### src/rtl/wdg_pkg.sv
package wdg_pkg;
  localparam int SRC_W     = 4;
  localparam int PER_W     = 8;
  localparam int STAGE_W   = 3;
  localparam int LAST_STG  = 5;
  localparam int CFG_W     = SRC_W + PER_W + 5;
  localparam int MAX_SRC   = 1 << SRC_W;
  localparam logic [31:0] KEY_VALUE = 32'h0000_C45A;

  localparam logic [1:0] A_CFG  = 2'd0;
  localparam logic [1:0] A_CMD  = 2'd1;
  localparam logic [1:0] A_STAT = 2'd2;
  localparam logic [1:0] A_KEY  = 2'd3;

  // Field order fixes the software-visible bit positions (LSB last).
  typedef struct packed {
    logic             por_en;
    logic             dbg_en;
    logic             remote_en;
    logic             fast_en;
    logic             local_en;
    logic [PER_W-1:0] period;
    logic [SRC_W-1:0] src;
  } cfg_t;
endpackage

### src/rtl/wdg_regs.sv
module wdg_regs
  import wdg_pkg::*;
(
  input  logic        clk,
  input  logic        rst_n,
  input  logic [1:0]  addr,
  input  logic        we,
  input  logic [31:0] wdata,
  input  logic        running,
  output cfg_t        cfg_q,
  output logic        key_q,
  output logic        start_p,
  output logic        stop_p
);
  logic cmd_wr, cfg_wr, key_wr, locked;

  assign cmd_wr  = we && (addr == A_CMD);
  assign cfg_wr  = we && (addr == A_CFG);
  assign key_wr  = we && (addr == A_KEY);
  assign locked  = running && cfg_q.local_en;
  assign stop_p  = cmd_wr && wdata[1] && key_q;
  assign start_p = cmd_wr && wdata[0] && !stop_p;

  always_ff @(posedge clk) begin
    if (!rst_n) begin
      cfg_q <= '0;
      key_q <= 1'b0;
    end else begin
      if (cfg_wr && !locked) cfg_q <= cfg_t'(wdata[CFG_W-1:0]);
      if (cmd_wr)            key_q <= 1'b0;
      else if (key_wr)       key_q <= (wdata == KEY_VALUE);
    end
  end
endmodule

### src/rtl/wdg_stage.sv
module wdg_stage
  import wdg_pkg::*;
(
  input  logic               clk,
  input  logic               rst_n,
  input  logic               tick,
  input  logic [PER_W-1:0]   period,
  input  logic               start_p,
  input  logic               stop_p,
  output logic               running_q,
  output logic [STAGE_W-1:0] stage_q,
  output logic               expire,
  output logic [STAGE_W-1:0] next_stage
);
  logic [PER_W-1:0] cnt_q;
  logic [PER_W:0]   eff_len, cnt_inc;
  logic             active, counting;

  assign eff_len    = (period == '0) ? (PER_W+1)'(1) : {1'b0, period};
  assign cnt_inc    = {1'b0, cnt_q} + (PER_W+1)'(1);
  assign active     = running_q && (stage_q != STAGE_W'(LAST_STG));
  assign counting   = active && tick && !start_p && !stop_p;
  assign expire     = counting && (cnt_inc >= eff_len);
  assign next_stage = stage_q + STAGE_W'(1);

  always_ff @(posedge clk) begin
    if (!rst_n) begin
      running_q <= 1'b0;
      stage_q   <= '0;
      cnt_q     <= '0;
    end else if (start_p) begin
      running_q <= 1'b1;
      stage_q   <= '0;
      cnt_q     <= '0;
    end else if (stop_p) begin
      running_q <= 1'b0;
      cnt_q     <= '0;
    end else if (expire) begin
      stage_q   <= next_stage;
      cnt_q     <= '0;
    end else if (counting) begin
      cnt_q     <= cnt_inc[PER_W-1:0];
    end
  end
endmodule

### src/rtl/wdg_outputs.sv
module wdg_outputs
  import wdg_pkg::*;
(
  input  logic               clk,
  input  logic               rst_n,
  input  logic               expire,
  input  logic [STAGE_W-1:0] next_stage,
  input  cfg_t               cfg,
  output logic               irq_local,
  output logic               irq_fast,
  output logic               irq_remote,
  output logic               dbg_rst,
  output logic               por_rst
);
  logic warn, final_hit;

  assign final_hit = expire && (next_stage == STAGE_W'(LAST_STG));
  assign warn      = expire && !final_hit;

  always_ff @(posedge clk) begin
    if (!rst_n) begin
      irq_local  <= 1'b0;
      irq_fast   <= 1'b0;
      irq_remote <= 1'b0;
      dbg_rst    <= 1'b0;
      por_rst    <= 1'b0;
    end else begin
      irq_local  <= warn && cfg.local_en;
      irq_fast   <= warn && cfg.fast_en;
      irq_remote <= warn && cfg.remote_en;
      dbg_rst    <= dbg_rst || (final_hit && cfg.dbg_en);
      por_rst    <= por_rst || (final_hit && cfg.por_en);
    end
  end
endmodule

### src/rtl/esc_watchdog.sv
module esc_watchdog
  import wdg_pkg::*;
#(
  parameter int NUM_SRC = 10
) (
  input  logic               clk,
  input  logic               rst_n,
  input  logic [1:0]         reg_addr,
  input  logic               reg_we,
  input  logic [31:0]        reg_wdata,
  output logic [31:0]        reg_rdata,
  input  logic [NUM_SRC-1:0] tick_src,
  output logic               irq_local,
  output logic               irq_fast,
  output logic               irq_remote,
  output logic               dbg_rst,
  output logic               por_rst
);
  cfg_t               cfg_q;
  logic               key_q, start_p, stop_p;
  logic               run_q, expire, sel_tick;
  logic [STAGE_W-1:0] stage_q, next_stage;
  logic [MAX_SRC-1:0] tick_pad;

  for (genvar i = 0; i < MAX_SRC; i++) begin : g_pad
    if (i < NUM_SRC) begin : g_live
      assign tick_pad[i] = tick_src[i];
    end else begin : g_dead
      assign tick_pad[i] = 1'b0;
    end
  end

  assign sel_tick = tick_pad[cfg_q.src];

  wdg_regs u_regs (
    .clk(clk), .rst_n(rst_n), .addr(reg_addr), .we(reg_we), .wdata(reg_wdata),
    .running(run_q), .cfg_q(cfg_q), .key_q(key_q), .start_p(start_p), .stop_p(stop_p)
  );

  wdg_stage u_stage (
    .clk(clk), .rst_n(rst_n), .tick(sel_tick), .period(cfg_q.period),
    .start_p(start_p), .stop_p(stop_p), .running_q(run_q), .stage_q(stage_q),
    .expire(expire), .next_stage(next_stage)
  );

  wdg_outputs u_out (
    .clk(clk), .rst_n(rst_n), .expire(expire), .next_stage(next_stage), .cfg(cfg_q),
    .irq_local(irq_local), .irq_fast(irq_fast), .irq_remote(irq_remote),
    .dbg_rst(dbg_rst), .por_rst(por_rst)
  );

  always_comb begin
    unique case (reg_addr)
      A_CFG:   reg_rdata = {{(32-CFG_W){1'b0}}, cfg_q};
      A_STAT:  reg_rdata = {{(31-STAGE_W){1'b0}}, stage_q, run_q};
      default: reg_rdata = '0;
    endcase
  end
endmodule

### config.mk
export PLATFORM = sky130hd
export DESIGN_NAME = esc_watchdog
export DESIGN_NICKNAME = d
export VERILOG_FILES = /design/src/rtl/wdg_pkg.sv /design/src/rtl/wdg_regs.sv /design/src/rtl/wdg_stage.sv /design/src/rtl/wdg_outputs.sv /design/src/rtl/esc_watchdog.sv
export SDC_FILE = /design/constraint.sdc
export NUM_CORES = 1
export LEC_CHECK = 0
export BUFFER_PORTS_ARGS = -buffer_cell sky130_fd_sc_hd__buf_2
export CORE_ASPECT_RATIO = 0.7
export CORE_MARGIN = 2
export CORE_UTILIZATION = 43
export CTS_BUF_LIST = sky130_fd_sc_hd__clkbuf_8
export CTS_CLUSTER_DIAMETER = 50
export CTS_CLUSTER_SIZE = 28
export DETAILED_ROUTE_END_ITERATION = 7
export HOLD_SLACK_MARGIN = 0.1
export PLACE_DENSITY = 0.85
export SLEW_MARGIN = 20
export SYNTH_ARGS = -nofsm -noshare
export SYNTH_HDL_FRONTEND = slang
export SYNTH_SLANG_ARGS = --single-unit
export TNS_END_PERCENT = 1
### constraint.sdc
create_clock -name clk -period 2.8 [get_ports clk]
set_clock_uncertainty 0.05 [all_clocks]
set_input_delay 0.28 -clock clk [delete_from_list [all_inputs] [get_ports clk]]
set_output_delay 0.28 -clock clk [all_outputs]
set_load 0.005 [all_outputs]
==> parameters.txt, run 1 <==
Parameter                              Value

Routing
  Count of unresolved DRC violations after routing ... 0
  Detailed-routing iteration count for the pre-antenna-repair pass ... 4
  Detailed-route via count ... 2104
  Post-DRT Antenna Nets ... 0
  Average detailed-routed wire length per instance ... 13.4 µm
  Initial detailed-routing violation count ... 114
  DR vias/cell ... 5.18
  Detailed Route WL ... 5420 µm

Floorplan
  Top-level port count ... 84
  Die Footprint ... 0.00578 mm²
  Core area ... 0.00489 mm²
  Width of the die ... 90.0 µm
  Initial core utilization ... 0.456
  Die outline height ... 64.2 µm
  Std-Cell Rows ... 21

Cells and area
  Most common library cell in the layout ignoring fill and taps ... sky130_fd_sc_hd__buf_2
  Share of layout cells above drive strength 1 ... 0.264
  Post-route core utilization ... 0.546
  Nets ... 396
  Antenna diode count ... 0
  Most frequent cells in the layout ... sky130_fd_sc_hd__buf_2 (68), sky130_fd_sc_hd__nand2_1 (48), sky130_fd_sc_hd__dfxtp_1 (32), sky130_fd_sc_hd__a21boi_0 (19), sky130_fd_sc_hd__conb_1 (15)
  Area grow syn2layout ... 19.8%

Setup path
  Chain of cells forming the critical path ... ha_4 > and3_1 > nand3_2 > xnor2_1 > ha_1 > o21a_1 > o21ai_0 > o311a_1 > buf_4 > or3_1 > a21boi_1
  Largest stage delay, worst path ... 380 ps
  CP delay by family, top ... compound AO/OA/AOI/OAI gates
  Data arrival time of the worst path ... 2760 ps
  Data required time of the worst path ... 2960 ps
  Kind of end point of the critical path ... register
  Startpoint kind of the worst setup timing path ... register
  Standard cell with the maximum stage delay on the critical path ... sky130_fd_sc_hd__dfxtp_4
  Maximum net fanout on the critical path ... 6
  Worst setup path category ... register to register
  Buffering stage count on the worst path with inverters included ... 1

Placement
  Detailed-placement wirelength estimate ... 4190 µm
  Weighted congestion at the end of routability-driven global placement ... 0.830
  Count of buffers from port buffering ... 68

STA
  FMAX ... 385 MHz
  Max transition margin ... 0.603
  Setup_tns ... 0 ps
  Final Max Tran Viols ... 0
  Setup-violating endpoint count in the final report ... 0
  Minimum period implied by the final worst setup slack ... 2600 ps
  Worst slack on hold paths ... 213 ps
  Period Utilization, post-route ... 0.928
  Worst Max-Slew Pin Slew ... 594 ps
  Final Hold Fails ... 0

Synthesis
  Post-synth top flop ... sky130_fd_sc_hd__dfxtp_1
  Synthesized cell area ... 0.00223 mm²
  Mean Syn Cell Area ... 8.22 µm²
  Sequential-to-total area share from yosys stat ... 0.315
  Fraction of synthesis flops using an asynchronous set or reset pin ... 0
  #FFs+latches synth ... 35
  Number of warnings reported in the yosys synthesis log ... 0
  Number of flops mapped to enable cells by yosys ... 0
  Synthesized instance count ... 271
  Distinct cell type count after synthesis ... 47

Pwr
  Switch Pwr ... 0.258 mW
  Leak ... 1.14 nW
  Power share of the clock group ... 0.359
  Internal power consumption ... 0.760 mW
  Proportion of total power due to net switching ... 0.253
  Worst vdd ir ... 0.204 mV
  Flop pwr share ... 0.508
  Power density over the cells ... 381 mW/mm²
  Comb power frac ... 0.133

Global route
  Maximum number of pins on one net before global-route repair ... 29
  Congestion Overflow GR ... 0
  Number of antenna violations at the first check in global routing ... 0
  Total global routing track utilization ... 0.187
  Vias in the first global route ... 1927
  Wire length of the first global-routing pass ... 8810 µm

Clock tree
  TritonCTS clock tree ... done
  Total CTS buffers ... 5
  Maximum number of buffers from clock root to sink ... 2
  Clk Latency, worst-skew pair ... 280 ps
  Clock Tree Root ... sky130_fd_sc_hd__clkbuf_8
  Number of sinks handled by clock tree synthesis ... 35
  Number of H-tree levels ... 2
  Number of buffers added for setup after CTS ... 0
  Count of hold buffers inserted by post-cts repair ... 0
  Clock transition at the registers of the reported paths ... 70 ps

Hold path
  Min-Delay Path Class ... input pin to register

Job
  Max-cap violations ... 0

Status
  Status ... completed
## kinds of logic after synthesis
| family | share of synthesized area |
|---|---|
| compound gates | 0.178 |
| xor+xnor | 0.0315 |
| fa+ha+maj | 0.0674 |
| buf+inv | 0.101 |
| flops | 0.315 |
| mux | 0.0545 |
| other cells | 0.00168 |
| simple gates | 0.252 |
## synth_stat cells, drive strengths merged, types with 3 or more instances
| library cell | number | area [µm²] |
|---|---|---|
| a21boi | 20 | 150 |
| nor4b | 3 | 26.3 |
| inv | 12 | 45.0 |
| ha | 12 | 150 |
| and4 | 4 | 35.0 |
| o21ai | 8 | 40.0 |
| nand3 | 6 | 30.0 |
| dfxtp | 35 | 701 |
| xnor2 | 5 | 43.8 |
| nor3 | 7 | 35.0 |
| nand2 | 48 | 180 |
| mux2i | 11 | 110 |
| clkbuf | 5 | 18.8 |
| a21oi | 9 | 45.0 |
| xor2 | 3 | 26.3 |
| and2 | 7 | 43.8 |
| buf | 21 | 160 |
| nor2 | 11 | 41.3 |
| nor4 | 5 | 31.3 |
| or3 | 8 | 50.1 |
## per-stage QoR
step,area [µm²],setup WS [ps],instances,power (mW)
final,2670,200,406,1.02
after global routing,2670,-4.25,406,1.06
after CTS,2640,37.0,406,1.02
after detailed placement,2550,-58.7,399,0.659
after global placement,2550,48.2,399,0.656
after floorplan,2280,201,285,0.616
## path summary, 6_finish.rpt
kind	start	end	slack [ps]	cells past startpoint
max	u_stage.cnt_q[0]	u_stage.stage_q[0]	200	11
min	reg_wdata[6]	u_regs.cfg_q[6]	210	3
max reg2reg	u_stage.cnt_q[0]	u_stage.stage_q[0]	200	11
min reg2reg	u_regs.cfg_q[7]	u_regs.cfg_q[7]	420	2
## power by group through the flow
| stage | Clock, mW | Sequential, mW | Combinational [mW] |
|---|---|---|---|
| after CTS | 0.374 | 0.517 | 0.133 |
| after floorplan | 0 | 0.524 | 0.0915 |
| after global routing | 0.395 | 0.518 | 0.150 |
| after global placement | 0 | 0.527 | 0.128 |
| final | 0.365 | 0.517 | 0.135 |
| after detailed placement | 0 | 0.528 | 0.131 |
## worst min-delay path, cell delays in order
cell and delay [ps]:
sky130_fd_sc_hd__buf_2 110, sky130_fd_sc_hd__nand2_1 50, sky130_fd_sc_hd__a21boi_0 60
## area by class of cell
type	instances	area [µm²]
fillers	473	2220
multi-input cells	212	1380
flip-flops and latches	35	707
repair buffers	71	363
well taps	69	86.3
clock buffers	6	82.6
inverters	12	45.0
clock inverters	1	5.00
## routing by layer
metal / track usage / up-vias / part of all wire
met5: 0 / - / 0
met4: 0.0558 / 0 / 0.013
met1: 0.246 / 978 / 0.49
met3: 0.0413 / 9 / 0.047
met2: 0.310 / 64 / 0.45
li1: - / 1053 / -
## state kept, by name (all words and copies together), names as in the netlist
name / cells
u_stage.cnt_q: 8
u_out.irq_local: 1
u_out.irq_fast: 1
u_out.por_rst: 1
u_stage.stage_q: 3
u_out.irq_remote: 1
u_out.dbg_rst: 1
u_regs.cfg_q: 17
u_stage.running_q: 1
u_regs.key_q: 1
## repair_timing
item                       in CTS  in global routing
gates resized for setup         1                  7
setup endpoints to repair       8                 16
pin swaps                       0                  1
gates cloned                    0                  0
hold endpoints to repair        0                  0
Note: power is estimated with default switching activity, not from simulation.
==> run 2, diff against run 1 <==
- ABC_CLOCK_PERIOD_IN_PS: not set -> 2800
- GPL_TIMING_DRIVEN: not set -> 0
==> parameters.txt, run 2 (same netlist as run 1, synthesis figures left out) <==
Parameter                              Value

Floorplan
  Core area ... 0.00489 mm²
  Die Footprint ... 0.00578 mm²
  Width of the die ... 90.0 µm
  Initial core utilization ... 0.456
  Top-level port count ... 84
  Std-Cell Rows ... 21
  Die outline height ... 64.2 µm

Job
  Max-cap violations ... 0

Routing
  Routed length on met1 ... 2570 µm
  Detailed-routing iteration count for the pre-antenna-repair pass ... 5
  Met2 wire length ... 2870 µm
  DR vias/cell ... 5.20
  Count of unresolved DRC violations after routing ... 0
  Initial detailed-routing violation count ... 181
  Detailed-route via count ... 2235
  Detailed Route WL ... 5940 µm
  Post-DRT Antenna Nets ... 0
  Average detailed-routed wire length per instance ... 13.8 µm
  Highest metal layer with signal wires ... met4
  Met3 wire length ... 430 µm

Global route
  Maximum number of pins on one net before global-route repair ... 12
  Wire length of the first global-routing pass ... 9530 µm
  Number of antenna violations at the first check in global routing ... 0
  Congestion Overflow GR ... 0
  Total global routing track utilization ... 0.207
  Vias in the first global route ... 2081

Cells and area
  Share of layout cells above drive strength 1 ... 0.302
  Area grow syn2layout ... 27.7%
  Most common library cell in the layout ignoring fill and taps ... sky130_fd_sc_hd__buf_2
  Antenna diode count ... 0
  Flip-flop count of the largest register after layout ... 17
  Nets ... 419
  Register containing the most flip-flops in the final layout ... u_regs.cfg_q
  Post-route core utilization ... 0.582
  Final design area excluding fillers ... 0.00284 mm²
  Top Registers ... u_regs.cfg_q: 17 flops, u_stage.cnt_q: 8 flops, u_stage.stage_q: 3 flops
  Most frequent cells in the layout ... sky130_fd_sc_hd__buf_2 (69), sky130_fd_sc_hd__nand2_1 (48), sky130_fd_sc_hd__dfxtp_1 (33), sky130_fd_sc_hd__a21boi_0 (19), sky130_fd_sc_hd__buf_4 (16)
  # fillers ... 441

Setup path
  Capturing element of the worst setup path ... u_stage.stage_q[0]
  CP delay by family, top ... compound AO/OA/AOI/OAI gates
  R2r worst-path depth ... 10
  Worst setup path category ... register to register
  Worst path depth ... 10
  Standard cell with the maximum stage delay on the critical path ... sky130_fd_sc_hd__o311a_4
  Largest stage delay, worst path ... 450 ps
  R2R Path Start ... u_stage.cnt_q[0]
  R2r setup slk ... 140 ps
  Maximum net fanout on the critical path ... 7
  Data required time of the worst path ... 2980 ps
  Startpoint kind of the worst setup timing path ... register
  Chain of cells forming the critical path ... ha_2 > and3_1 > nand3_1 > xnor2_1 > ha_1 > o21a_1 > o21ai_0 > o311a_4 > or3_1 > a21boi_1
  Buffering stage count on the worst path with inverters included ... 0
  Kind of end point of the critical path ... register
  Reg-to-reg endpoint ... u_stage.stage_q[0]
  Data arrival time of the worst path ... 2840 ps
  Critical path origin ... u_stage.cnt_q[0]

STA
  Setup-violating endpoint count in the final report ... 0
  Max transition margin ... 0.536
  Period Utilization, post-route ... 0.949
  Worst Max-Slew Pin Slew ... 690 ps
  Final Hold Fails ... 0
  RSZ-0062 raised after global routing ... false
  Minimum period implied by the final worst setup slack ... 2660 ps
  Final Max Tran Viols ... 0
  FMAX ... 376 MHz

Pwr
  Power density over the cells ... 366 mW/mm²
  Internal power consumption ... 0.758 mW
  Flop pwr share ... 0.496
  Worst vdd ir ... 0.240 mV
  Switch Pwr ... 0.283 mW
  Proportion of total power due to net switching ... 0.272
  Comb power frac ... 0.160
  Power share of the clock group ... 0.344
  Leak ... 1.25 nW

Status
  Status ... completed

Placement
  Detailed-placement wirelength estimate ... 4640 µm
  Weighted congestion at the end of routability-driven global placement ... 0.845
  Post-detailed-placement cell area ... 0.00270 mm²
  Count of buffers from port buffering ... 67

Clock tree
  Total CTS buffers ... 5
  Clk Latency, worst-skew pair ... 300 ps
  Number of sinks handled by clock tree synthesis ... 35
  Maximum number of buffers from clock root to sink ... 2
  Clock Tree Root ... sky130_fd_sc_hd__clkbuf_8
  TritonCTS clock tree ... done
  Number of H-tree levels ... 2
  Clock transition at the registers of the reported paths ... 70 ps
  Count of hold buffers inserted by post-cts repair ... 0

Hold path
  Min-Delay Path Class ... input pin to register
run 2: final cells by class:
cell class	instances	area, µm²	share of cell area
Inverter	12	45.0	0.0158
Buffer	26	179	0.0629
Multi-Input combinational cell	212	1400	0.493
Tap cell	69	86.3	0.0304
Clock inverter	3	16.3	0.00572
Timing Repair Buffer	68	343	0.121
Sequential cell	35	703	0.247
Clock buffer	5	68.8	0.0242
run 2: worst min path at each step:
stage,from,endpoint,depth (start not counted)
final,reg_wdata[3],u_regs.cfg_q[3],3
after global routing,reg_wdata[9],u_regs.cfg_q[9],3
after CTS,reg_wdata[3],u_regs.cfg_q[3],3
after detailed placement,u_regs.cfg_q[9],u_regs.cfg_q[9],2
after global placement,u_regs.cfg_q[7],u_regs.cfg_q[7],2
after floorplan,reg_wdata[0],u_regs.cfg_q[0],2
run 2: metrics by stage:
stage / cells / worst slack (ps) / hold slack (ps) / total power [mW] / setup TNS (ps)
after floorplan: 285 / 201 / 375 / 0.616 / 0
after global placement: 421 / -167 / 406 / 0.674 / -1090
after detailed placement: 421 / -201 / 410 / 0.678 / -1460
after CTS: 429 / 36.0 / 190 / 1.03 / 0
after global routing: 430 / 2.53 / 200 / 1.09 / 0
final: 430 / 143 / 192 / 1.04 / 0
run 2: power by group through the flow:
stage                     sequential, mW  combinational (mW)  clock (mW)
after floorplan                    0.524              0.0915           0
after global placement             0.527               0.147           0
after detailed placement           0.527               0.150           0
after CTS                          0.516               0.156       0.361
after global routing               0.517               0.183       0.391
final                              0.516               0.167       0.358
run 2: what timing repair did:
action	4_1_cts	5_1_grt
setup endpoints to repair	8	14
pin swaps	0	1
resized for setup	2	8
setup buffers	0	1
run 2: worst min-delay path, stage by stage:
cell,delay [ps]
sky130_fd_sc_hd__buf_2,110
sky130_fd_sc_hd__nand2_1,40
sky130_fd_sc_hd__a21boi_0,60
run 2: per-layer routing:
metal,track usage,up-vias
met2,0.356,85
met1,0.261,1035
li1,-,1107
met4,0.0712,0
met5,0,-
met3,0.0413,8
